`src/rtl/dphase_pkg.sv`:
```
// Shared types for the data-phase DMA port.
// Assumes nothing beyond a 2-bit cause encoding: bit 0 parity, bit 1 ATN.
package dphase_pkg;
    typedef struct packed {
        logic atn;
        logic par;
    } stop_cause_t;
endpackage

```
`src/rtl/dphase_fifo.sv`:
```
// Byte FIFO with head-visible read data and a clear that beats push/pop.
// Assumes DEPTH >= 2; push when full and pop when empty are ignored.
module dphase_fifo #(
    parameter int DATA_W = 8,
    parameter int DEPTH  = 8
) (
    input  logic                       clk,
    input  logic                       rst_n,
    input  logic                       clr,
    input  logic                       push,
    input  logic [DATA_W-1:0]          wdata,
    input  logic                       pop,
    output logic [DATA_W-1:0]          rdata,
    output logic [$clog2(DEPTH+1)-1:0] count,
    output logic                       full,
    output logic                       empty
);
    localparam int AW = $clog2(DEPTH);
    localparam int CW = $clog2(DEPTH + 1);
    localparam logic [AW-1:0] LAST = AW'(DEPTH - 1);
    localparam logic [CW-1:0] FULL_CNT = CW'(DEPTH);

    logic [DATA_W-1:0] mem [DEPTH];
    logic [AW-1:0]     wr_ptr, rd_ptr;
    logic              do_push, do_pop;

    assign full    = (count == FULL_CNT);
    assign empty   = (count == '0);
    assign do_push = push && !full && !clr;
    assign do_pop  = pop && !empty && !clr;
    assign rdata   = mem[rd_ptr];

    // Storage write on an accepted push.
    always_ff @(posedge clk) begin
        if (do_push) mem[wr_ptr] <= wdata;
    end

    // Pointer and occupancy update, with clear taking priority.
    always_ff @(posedge clk) begin
        if (!rst_n || clr) begin
            wr_ptr <= '0;
            rd_ptr <= '0;
            count  <= '0;
        end else begin
            if (do_push) wr_ptr <= (wr_ptr == LAST) ? '0 : wr_ptr + 1'b1;
            if (do_pop)  rd_ptr <= (rd_ptr == LAST) ? '0 : rd_ptr + 1'b1;
            case ({do_push, do_pop})
                2'b10:   count <= count + 1'b1;
                2'b01:   count <= count - 1'b1;
                default: count <= count;
            endcase
        end
    end

    AST_NO_OVERFLOW: assert property (@(posedge clk) disable iff (!rst_n)
        count <= FULL_CNT);
    AST_CLR_EMPTY: assert property (@(posedge clk) disable iff (!rst_n)
        clr |=> empty);
endmodule

```
`src/rtl/dphase_stop_ctl.sv`:
```
// Command-stop controller: qualifies parity/ATN events with mode bits,
// holds the stopped state for the rest of the data phase, latches the
// cause and the FIFO-incomplete flag until software clears the FIFO.
// Assumes events are single-cycle-or-longer levels sampled on clk.
module dphase_stop_ctl
    import dphase_pkg::*;
(
    input  logic        clk,
    input  logic        rst_n,
    input  logic        run,
    input  logic        mode_par,
    input  logic        mode_atn,
    input  logic        par_err,
    input  logic        atn_det,
    input  logic        clr,
    output logic        stopped,
    output stop_cause_t cause,
    output logic        incomplete
);
    logic        hit_par, hit_atn, new_stop;

    assign hit_par  = run && mode_par && par_err;
    assign hit_atn  = run && mode_atn && atn_det;
    assign new_stop = (hit_par || hit_atn) && !stopped;

    // Stopped state lives for the remainder of the data phase.
    always_ff @(posedge clk) begin
        if (!rst_n || !run) stopped <= 1'b0;
        else if (new_stop)  stopped <= 1'b1;
    end

    // Cause and incomplete flag: a fresh stop wins over a clear.
    always_ff @(posedge clk) begin
        if (!rst_n) begin
            cause      <= '0;
            incomplete <= 1'b0;
        end else if (new_stop) begin
            cause      <= '{atn: hit_atn, par: hit_par};
            incomplete <= 1'b1;
        end else if (clr) begin
            cause      <= '0;
            incomplete <= 1'b0;
        end
    end

    AST_CAUSE_HOLD: assert property (@(posedge clk) disable iff (!rst_n)
        stopped && !clr |=> $stable(cause));
    AST_INC_ON_STOP: assert property (@(posedge clk) disable iff (!rst_n)
        $rose(stopped) |-> incomplete);
endmodule

```
`src/rtl/dphase_port_hs.sv`:
```
// Port-side handshake: forms the request from FIFO state and the stop
// state, and qualifies acknowledge plus strobe into a one-byte transfer.
// Assumes the device samples port_req and answers in the same cycle.
module dphase_port_hs (
    input  logic run,
    input  logic stopped,
    input  logic dir_wr,
    input  logic fifo_full,
    input  logic fifo_empty,
    input  logic ack,
    input  logic wr,
    input  logic rd,
    output logic req,
    output logic xfer
);
    logic room;

    // Room for a transfer in the selected direction.
    always_comb room = dir_wr ? !fifo_full : !fifo_empty;

    // Request and qualified transfer; strobes without request are dropped.
    always_comb begin
        req  = run && !stopped && room;
        xfer = req && ack && (dir_wr ? wr : rd);
    end
endmodule

```
`src/rtl/dphase_dma_port.sv`:
```
// Top: data-phase DMA port with command stop on parity error or ATN.
// Device side fills the FIFO when xfer_dir=1 and drains it when 0; the
// bus side takes the opposite end. Assumes synchronous active-low reset.
module dphase_dma_port
    import dphase_pkg::*;
#(
    parameter int DATA_W = 8,
    parameter int DEPTH  = 8
) (
    input  logic                       clk,
    input  logic                       rst_n,
    input  logic                       run,
    input  logic                       xfer_dir,
    input  logic                       mode_stop_par,
    input  logic                       mode_stop_atn,
    input  logic                       par_err,
    input  logic                       atn_det,
    output logic                       port_req,
    input  logic                       port_ack,
    input  logic                       port_wr,
    input  logic                       port_rd,
    input  logic [DATA_W-1:0]          port_wdata,
    output logic [DATA_W-1:0]          port_rdata,
    input  logic                       bus_push,
    input  logic [DATA_W-1:0]          bus_wdata,
    input  logic                       bus_pop,
    output logic [DATA_W-1:0]          bus_rdata,
    input  logic                       fifo_clr,
    output logic [$clog2(DEPTH+1)-1:0] fifo_count,
    output logic                       fifo_full,
    output logic                       fifo_empty,
    output logic                       cmd_stopped,
    output logic [1:0]                 stop_cause,
    output logic                       fifo_incomplete,
    output logic                       status_ready
);
    logic              xfer, f_push, f_pop;
    logic [DATA_W-1:0] f_wdata, f_rdata;
    stop_cause_t       cause;

    dphase_stop_ctl u_stop (
        .clk(clk), .rst_n(rst_n), .run(run),
        .mode_par(mode_stop_par), .mode_atn(mode_stop_atn),
        .par_err(par_err), .atn_det(atn_det), .clr(fifo_clr),
        .stopped(cmd_stopped), .cause(cause), .incomplete(fifo_incomplete)
    );

    dphase_port_hs u_hs (
        .run(run), .stopped(cmd_stopped), .dir_wr(xfer_dir),
        .fifo_full(fifo_full), .fifo_empty(fifo_empty),
        .ack(port_ack), .wr(port_wr), .rd(port_rd),
        .req(port_req), .xfer(xfer)
    );

    // Steer FIFO ends by direction.
    always_comb begin
        f_push  = xfer_dir ? xfer       : bus_push;
        f_wdata = xfer_dir ? port_wdata : bus_wdata;
        f_pop   = xfer_dir ? bus_pop    : xfer;
    end

    dphase_fifo #(.DATA_W(DATA_W), .DEPTH(DEPTH)) u_fifo (
        .clk(clk), .rst_n(rst_n), .clr(fifo_clr),
        .push(f_push), .wdata(f_wdata), .pop(f_pop),
        .rdata(f_rdata), .count(fifo_count),
        .full(fifo_full), .empty(fifo_empty)
    );

    assign port_rdata   = f_rdata;
    assign bus_rdata    = f_rdata;
    assign stop_cause   = cause;
    assign status_ready = !fifo_incomplete;

    AST_STOP_DROPS_WR: assert property (@(posedge clk) disable iff (!rst_n)
        cmd_stopped && xfer_dir && !bus_pop && !fifo_clr
        |=> fifo_count == $past(fifo_count));
    AST_STOP_DROPS_RD: assert property (@(posedge clk) disable iff (!rst_n)
        cmd_stopped && !xfer_dir && !bus_push && !fifo_clr
        |=> fifo_count == $past(fifo_count));
endmodule

```
`config.mk`:
```
export PLATFORM = sky130hd
export DESIGN_NAME = dphase_dma_port
export DESIGN_NICKNAME = d
export VERILOG_FILES = /design/src/rtl/dphase_pkg.sv /design/src/rtl/dphase_fifo.sv /design/src/rtl/dphase_stop_ctl.sv /design/src/rtl/dphase_port_hs.sv /design/src/rtl/dphase_dma_port.sv
export SDC_FILE = /design/constraint.sdc
export NUM_CORES = 1
export LEC_CHECK = 0
export BUFFER_PORTS_ARGS = -buffer_cell sky130_fd_sc_hd__buf_4
export CAP_MARGIN = 0
export CORE_MARGIN = 10
export CORE_UTILIZATION = 50
export DETAILED_ROUTE_END_ITERATION = 16
export GPL_TIMING_DRIVEN = 0
export PLACE_DENSITY = 0.76
export SLEW_MARGIN = 20
export SYNTH_ARGS = -nofsm -noshare
export SYNTH_HDL_FRONTEND = slang
export SYNTH_SLANG_ARGS = --single-unit
```
`constraint.sdc`:
```
create_clock -name clk -period 3.5 [get_ports clk]
set_input_delay 0.7 -clock clk [delete_from_list [all_inputs] [get_ports clk]]
set_output_delay 0.7 -clock clk [all_outputs]
set_load 0.01 [all_outputs]
```
== After elaboration in Yosys (flattened, before gate mapping) ==
Memory sizes are Yosys's and may differ from the RTL's. A register that Yosys moved wholly into a read port is not among the register bits.
Index checks and enable logic that the tools add are counted.

* Logic and storage cells: 59
* Output and inout port bits: 28
* Memories kept: 1
* Register bits after elaboration: 14
* Bits of input ports: 30
* Memory bits (writable): 64

{| class="wikitable"
|+ Memories
! memory !! depth !! bits a word !! rd ports !! clocked after Yosys merged registers in !! write ports !! line !! source
|-
| u_fifo.mem || 8 || 8 || 1 || 1 || 1 || dphase_fifo.sv:23 || <nowiki>logic [DATA_W-1:0] mem [DEPTH];</nowiki>
|}

* Equality and inequality tests: 5
* Mux-type cells: 16
* Add/sub/neg operators: 4
* Reduce and logical (&&, ||, !) cells: 26

{| class="wikitable"
|+ Operators with widths
! cell !! number
|-
| $logic_and A1 B1 Y1 || 13
|-
| $mux W3 || 4
|-
| $mux W1 || 8
|-
| $mux W8 || 1
|-
| $pmux W4 S2 || 1
|-
| $logic_not A1 Y1 || 7
|-
| $add A3 B1 Y3 const B || 2
|-
| $eq A3 B3 Y1 const B || 2
|-
| $add A4 B1 Y4 const B || 1
|-
| $eq A4 B4 Y1 const B || 1
|-
| $logic_not A4 Y1 || 1
|-
| $mux W2 || 2
|-
| $reduce_bool A2 Y1 || 2
|-
| $sub A4 B1 Y4 const B || 1
|-
| $logic_or A1 B1 Y1 || 3
|-
| $eq A2 B1 Y1 const B || 1
|-
| $eq A2 B2 Y1 const B || 1
|}

== Longest topological paths before layout ==
Gate-level depths: netlist (run 1).

* Depth after elaboration: 11
* Gate-level depth with buffers: 11

== By module ==
A second synthesis (run 1) with hierarchy kept.

* Cells, all modules: 217
* Area, all modules: 3,553.4 µm²

{| class="wikitable"
|+ Modules (own cells, without submodules)
! module !! instances !! sequential area each (µm²) !! area an instance (µm²) !! cells an instance
|-
| dphase_fifo || 1 || 2,182.1 || 3,093.0 || 174
|-
| dphase_dma_port || 1 || 0.0 || 225.2 || 20
|-
| dphase_stop_ctl || 1 || 80.1 || 183.9 || 17
|-
| dphase_port_hs || 1 || 0.0 || 51.3 || 6
|}

== Least setup slack after synthesis (run 1) ==
No wires, ideal clock.

* Kind: input port to flip-flop
* From: input port run
* To: memory u_fifo.mem[1][0] (enable)
* Library setup time: 398 ps
* Slack: 840 ps
* Stages: 5
* Data required time: 3,102 ps
* Data arrival time: 2,262 ps
* Path through: nor2b_4 > buf_6 > a41o_1 > nand2_1 > nor4b_1

* Longest elaborated chain between the ends: 9

{| class="wikitable"
|+ RTL lines
! element !! line !! source
|-
| from (decl) || dphase_dma_port.sv:12 || <nowiki>input logic run,</nowiki>
|-
| $logic_and A1 B1 Y1 (2 in a row) || dphase_port_hs.sv:23 || <nowiki>req = run && !stopped && room;</nowiki>
|-
| $logic_and A1 B1 Y1 (2 in a row) || dphase_port_hs.sv:24 || <nowiki>xfer = req && ack && (dir_wr ? wr : rd);</nowiki>
|-
| $mux W1 || dphase_dma_port.sv:57 || <nowiki>f_push = xfer_dir ? xfer : bus_push;</nowiki>
|-
| $logic_and A1 B1 Y1 (2 in a row) || dphase_fifo.sv:29 || <nowiki>assign do_push = push && !full && !clr;</nowiki>
|-
| $mux W1 || dphase_fifo.sv:35 || <nowiki>if (do_push) mem[wr_ptr] <= wdata;</nowiki>
|-
| $mux W1 (implied by the code) || dphase_fifo.sv:35 ||
|-
| to (decl) || dphase_fifo.sv:23 ||
|}

No other way between the ends.

==> summary.txt, run 1 <==
Placed design
  – Placed Area: 4220 um2
  – Post-DP HPWL: 5.07 mm
  – GP Congestion: 0.759
  – Post-Place Cells: 374
  – Port-buffer cells: 57

Route
  – Vias: approximately 2100
  – WL met3: 389 um
  – M1 WL: roughly 3 mm
  – Post-DRT Antenna Nets: 0
  – DRC viols: 0
  – Number of DRC violations after detailed-routing iteration 0: 68
  – Drt pass-1 iters: 4
  – Met2 wire len: 3.58 mm
  – Routed length per instance: 18.0 um
  – Top Layer Used: met4
  – Number of vias per cell: approximately 5.4
  – Drt total wl: 7.03 mm

Floorplanning
  – Initial core utilization: 52.1%
  – Die width: 105 um
  – Core Footprint: 6910 um2
  – Chip height: 105 um
  – Cell Rows: 30
  – DIE AREA: 11000 um2
  – IO Count: 58

Synth
  – Synth Area in Compound Gates: 5.84%
  – Post-synthesis adder-cell area fraction: 2.43%
  – Simple-gate share of the synthesized area: 6.64%
  – Synthesis warning total: 0
  – Syn_area_per_cell: 16.6 um2
  – Post-Syn Area: 3600 um2
  – Top cells by area, synth: edfxtp_1, mux4_1, dfxtp_1
  – Number of synthesized flops with an enable pin: 64
  – #FFs+latches synth: 81
  – Largest family of logic cells by synthesized area: multiplexers
  – Xor/xnor share of the synthesized area: less than 1%
  – Async SR Flop Fraction: 0%
  – Multiplexer area fraction after synthesis: approximately 17%
  – Most used DFF post-synth: edfxtp_1
  – Syn Inst Count: 217
  – Syn Nets: 254
  – Share of the synthesized area in the top cell type: 53.4%
  – Cell variety after synth: 43
  – Synth area leader: edfxtp_1
  – Part of the Yosys area used for sequential elements: 62.8%

Status
  – Outcome: completed

Timing
  – RSZ-0062 raised after global routing: no
  – Fmax: 0.342 GHz
  – Slew margin rel.: 42.1%
  – Clock skew: approximately 12 ps
  – Final Hold Viols: 0
  – Slew @ Worst Pin: 865 ps
  – Tmin final: 2920 ps
  – Final Max Slew Viols: 0
  – Final Cycle Share: between 80% and 90%
  – Final setup fails: 0

Cells and area
  – Antenna cell count: 0
  – Layout cells sized above 1: 39.1%
  – NumNets Final: approximately 330
  – Area Growth Syn to Fin: 21.8%
  – Number of non-filler instances in the completed layout: 390
  – Post-Layout Inst Area: ~4400 um2
  – Final core occ: 63.5%
  – Fillers: ~530

Global routing
  – Largest net degree at the start of global routing: 13
  – Grt ovf: 0
  – Initial antenna violation count: 0
  – Vias in the first global route: 2226
  – All-layer global routing usage: 13.0%
  – First-pass GRT wire length: 11.4 mm

Critical path
  – Crit path kind: register to primary output
  – Worst Path Required: about 2800 ps
  – Arrival time worst endpoint: around 2200 ps
  – CP startpoint kind: register
  – Worst-path fanout max: 10
  – CP endpoint kind: primary output

Clock tree
  – Root Buffer Master: clkbuf_8
  – CTS Sinks: 81
  – TritonCTS buffer count: 9
  – Htree depth: 3
  – # hold bufs at CTS: 0
  – PostCTS Resize Cnt: 0
  – Maximum clock insertion buffer count: 2
  – CTS tree: yes
  – Worst skew pair latency: 340 ps
  – Clk pin slew, worst setup/hold paths: approximately 80 ps
  – Setup Buffers After CTS: 0

Pwr
  – Pwr Density: 404 nW/um2
  – Leakage power: between 1.5 and 2 nW
  – Max VDD drop: around 200 uV

Job
  – Max_cap viols: 0

Min path
  – Hold WC Path Type: register to register
==> layout by cell type, fill, tap and decap left out, types with 3 or more instances in the layout <==
cell type	Yosys	final
nor2b_1	5	5
buf_2	4	5
o21ai_0	8	8
clkbuf_1	3	7
mux4_1	16	16
a32oi_1	4	4
buf_4	8	68
clkbuf_8	0	11
nor2_1	8	8
a21oi_1	10	10
nand2_1	3	3
mux2_2	17	17
ha_1	7	7
edfxtp_1	64	64
nand3_1	3	3
xor2_1	3	3
dfxtp_1	17	17
==> cells in the mapped netlist, drive strengths merged, types with 2 or more instances <==
cell type	number
edfxtp	64
dfxtp	17
mux2	17
buf	16
mux4	16
a21oi	10
nor2	8
o21ai	8
ha	7
nor2b	6
a32oi	4
clkbuf	3
nand2	3
nand3	3
nor3	3
nor3b	3
xor2	3
inv	2
nand2b	2
nand4b	2
nor4	2
nor4b	2
or4	2
==> final cells by class <==
class                      instances  area [um2]  share of cell area, %
buffer                            19         138                   3.14
clock buffer                      15         166                   3.79
clock inverter                     1        5.00                  0.114
inverter                           2        7.51                  0.171
multi-input combinational        115        1230                   28.1
sequential                        81        2260                   51.6
tap                               96         120                   2.74
timing repair buffer              61         455                   10.4
==> per-stage QoR <==
step                TNS, ps  hold WS (ps)  total power [mW]  setup WS [ps]
CTS                       0           504              1.79            527
detailed placement        0           498              1.21            526
global placement       -701           489              1.20          -46.3
finish                    0           503              1.77            577
floorplan                 0           468              1.14            840
global route              0           550              1.84            462
==> registers in the layout (all words and copies together), names as in the netlist, named ones only <==
name               cells
u_stop.stopped         1
u_fifo.wr_ptr          3
u_fifo.count           4
u_fifo.mem            64
u_fifo.rd_ptr          3
u_stop.cause           2
u_stop.incomplete      1
==> critical path: stages, from the launching register on <==
cell      delay, ps
dfxtp_1         310
clkbuf_1        340
buf_2           340
mux4_1          340
mux2_2          290
buf_4           130
buf_4           130
==> cells by family (layout without fill, tap and decap cells) <==
logic type      after synthesis  count (layout)
compound gates               31              31
xor+xnor                      4               4
fa+ha+maj                     7               7
buf+inv                      21              98
flops                        81              81
mux                          34              34
simple gates                 39              39
==> power by group <==
group | switching [mW] | leakage, nW | internal (mW)
registers | 0.00345 | 0.714 | 1.05
clock network | 0.293 | 0.0877 | 0.297
logic | 0.0619 | 0.804 | 0.0673
total | 0.359 | 1.61 | 1.41
==> per-layer routing <==
layer / vias to the layer above / GRT usage, %
li1: 1013 / -
met1: 1026 / 15.2
met2: 59 / 22.2
met3: 7 / 4.18
met4: 0 / 4.12
met5: - / 0
==> final timing paths <==
kind	start	slack, ps	cells past startpoint	to
worst max-delay path	register	580	6	port_rdata[0]
worst min-delay path	u_fifo.rd_ptr[1]$_SDFFE_PP0N_	500	2	register
worst max register to register	u_fifo.count[1]$_SDFFE_PP0P_	800	11	u_fifo.count[2]$_SDFFE_PP0P_
worst min register to register	u_fifo.rd_ptr[1]$_SDFFE_PP0N_	500	2	register
(Power assumes the default switching activity.)
==> run 2: changes to the inputs <==
--- a/config.mk
+++ b/config.mk
@@ -11,7 +11,7 @@
 export CORE_UTILIZATION = 50
 export DETAILED_ROUTE_END_ITERATION = 16
 export GPL_TIMING_DRIVEN = 0
-export PLACE_DENSITY = 0.76
+export PLACE_DENSITY = 0.79
 export SLEW_MARGIN = 20
 export SYNTH_ARGS = -nofsm -noshare
 export SYNTH_HDL_FRONTEND = slang
==> constraint.sdc (replaced) <==
create_clock -name clk -period 2.5 [get_ports clk]
set_input_delay 0.5 -clock clk [delete_from_list [all_inputs] [get_ports clk]]
set_output_delay 0.5 -clock clk [all_outputs]
set_load 0.01 [all_outputs]
==> summary.txt, run 2 (synthesized netlist as in run 1, its figures left out) <==
Min path
  – Hold WC Path Type: input port to register

Global routing
  – First-pass GRT wire length: 11.8 mm
  – Grt ovf: 0
  – Vias in the first global route: about 2300
  – Initial antenna violation count: 0
  – Largest net degree at the start of global routing: 14
  – All-layer global routing usage: between 10 and 15%

Critical path
  – Levels on crit path: 6
  – Reg2Reg Depth: 11
  – Crit-path cells: buf_6, buf_12, mux4_2, mux2_4, buf_4, buf_6
  – Crit path buffers/inverters: 4
  – Worst Path Required: 2000 ps
  – Worst-path fanout max: 5
  – CP startpoint kind: register
  – R2r endpoint: u_fifo.count[2]$_SDFFE_PP0P_
  – Worst flop-to-flop path startpoint: u_fifo.count[3]$_SDFFE_PP0P_
  – CP endpoint: port_rdata[4]
  – CP max stage cell: mux4_2
  – Worst R2R Setup Slack: between 100 and 150 ps
  – CP endpoint kind: primary output
  – Most common cell on crit path: buf_6
  – Arrival time worst endpoint: 1950 ps
  – Critical path's largest stage delay: 490 ps
  – CP top delay family: multiplexers
  – Crit path kind: register to primary output

Clock tree
  – Worst skew pair latency: 340 ps
  – Maximum clock insertion buffer count: 2
  – Htree depth: 3
  – Root Buffer Master: clkbuf_8
  – # hold bufs at CTS: 0
  – Clk pin slew, worst setup/hold paths: 80 ps
  – CTS tree: yes
  – TritonCTS buffer count: 9
  – CTS Sinks: 81

Route
  – DRC viols: 0
  – Post-DRT Antenna Nets: 0
  – Number of DRC violations after detailed-routing iteration 0: 119
  – Drt total wl: 7.62 mm
  – Routed length per instance: 19.6 um
  – Drt pass-1 iters: 5
  – Number of vias per cell: 5.63
  – Vias: 2186

Pwr
  – Pwr Density: 616 nW/um2
  – Overall power: 2.79 mW
  – Max VDD drop: roughly 450 uV
  – Leakage power: 1.65 nW

Job
  – Max_cap viols: 0

Placed design
  – Port-buffer cells: 57
  – GP Congestion: 0.749
  – Post-DP HPWL: 5.19 mm

Floorplanning
  – Die width: 105 um
  – DIE AREA: 11000 um2
  – Cell Rows: 30
  – Initial core utilization: 52.1%
  – Core Footprint: 6910 um2
  – Chip height: roughly 100 um
  – IO Count: 58

Cells and area
  – Fillers: 522
  – Antenna cell count: 0
  – Most common cell after layout, fill and taps aside: edfxtp_1
  – NumNets Final: between 300 and 400
  – Max reg flops: 64
  – Layout cells sized above 1: 47.9%
  – Top Registers: u_fifo.mem (64), u_fifo.count (4)
  – Reg with most FFs: u_fifo.mem
  – Area Growth Syn to Fin: 25.6%
  – Most frequent cells in the layout: edfxtp_1, buf_4, mux4_2, dfxtp_1, buf_6

Status
  – Outcome: completed

Timing
  – Final setup fails: 0
  – Tmin final: 2450 ps
  – WHS: 395 ps
  – Clock skew: between 10 and 15 ps
  – Final Hold Viols: 0
  – Final Max Slew Viols: 0
  – Fmax: 0.409 GHz
  – Total negative slack: 0 ps
  – Final Cycle Share: slightly below 100%
  – RSZ-0062 raised after global routing: yes
  – Slew margin rel.: 42.1%
  – Slew @ Worst Pin: between 800 and 900 ps
-- run 2: layout make-up --
class | instances | area, um2 | area share, %
clock buffers | 13 | 149 | 3.29
repair buffers | 67 | 554 | 12.3
inverters | 2 | 7.51 | 0.166
plain buffers | 11 | 86.3 | 1.91
clock inverters | 3 | 90.1 | 1.99
well taps | 96 | 120 | 2.65
multi-input cells | 115 | 1250 | 27.6
flip-flops and latches | 81 | 2270 | 50.1
-- run 2: where the power goes --
group / switching [mW] / internal, mW
logic: 0.0905 / 0.0994
registers: 0.00622 / 1.47
clock network: 0.430 / 0.693
-- run 2: how the worst min path moves through the flow --
stage                                       start                       endpoint  slack, ps  cells past startpoint
floorplan           u_fifo.rd_ptr[1]$_SDFFE_PP0N_                       register        470                      2
global placement    u_fifo.rd_ptr[2]$_SDFFE_PP0N_  u_fifo.rd_ptr[2]$_SDFFE_PP0N_        490                      2
detailed placement  u_fifo.rd_ptr[2]$_SDFFE_PP0N_  u_fifo.rd_ptr[2]$_SDFFE_PP0N_        500                      2
CTS                                           run    u_stop.stopped$_SDFFE_PP0P_        380                      2
global route                                  run    u_stop.stopped$_SDFFE_PP0P_        380                      2
finish                                        run    u_stop.stopped$_SDFFE_PP0P_        400                      2
-- run 2: worst reg2reg max path, cell delays in order, from the launching register on --
cell     delay [ps]
dfxtp_1         340
buf_2           220
nor4_4           80
or2_4           250
nor2_1          140
ha_2            260
xor2_1          190
ha_1            180
a21oi_1          50
xor2_1          150
or3_1           310
a21oi_1         130
-- run 2: what timing repair did --
action | in CTS | in global routing
cloned | 0 | 1
setup buffers | 3 | 2
resized for setup | 16 | 32
hold endpoints to repair | 0 | 0
pin swaps | 0 | 1
setup endpoints to repair | 17 | 10
-- run 2: layer usage --
layer | track usage [%] | routed length (um) | up-vias | part of all wire [%]
met2 | 22.0 | 3720 | 101 | 49
met4 | 5.00 | 95 | 0 | 1.2
met1 | 16.0 | 3180 | 1080 | 42
li1 | - | - | 992 | -
met5 | 0 | 0 | - | 0
met3 | 5.41 | 623 | 13 | 8.2
-- run 2: stage by stage --
| stage | worst slack, ps | instances | util, % | area [um2] |
|---|---|---|---|---|
| after global routing | -46.2 | 388 | 65.5 | 4520 |
| final | 53.4 | 388 | 65.5 | 4520 |
| after CTS | -63.7 | 392 | 65.1 | 4490 |
| after floorplan | 39.8 | 217 | - | 3600 |
| after detailed placement | -288 | 374 | 61.1 | 4220 |
| after global placement | -860 | 370 | 60.1 | 4150 |
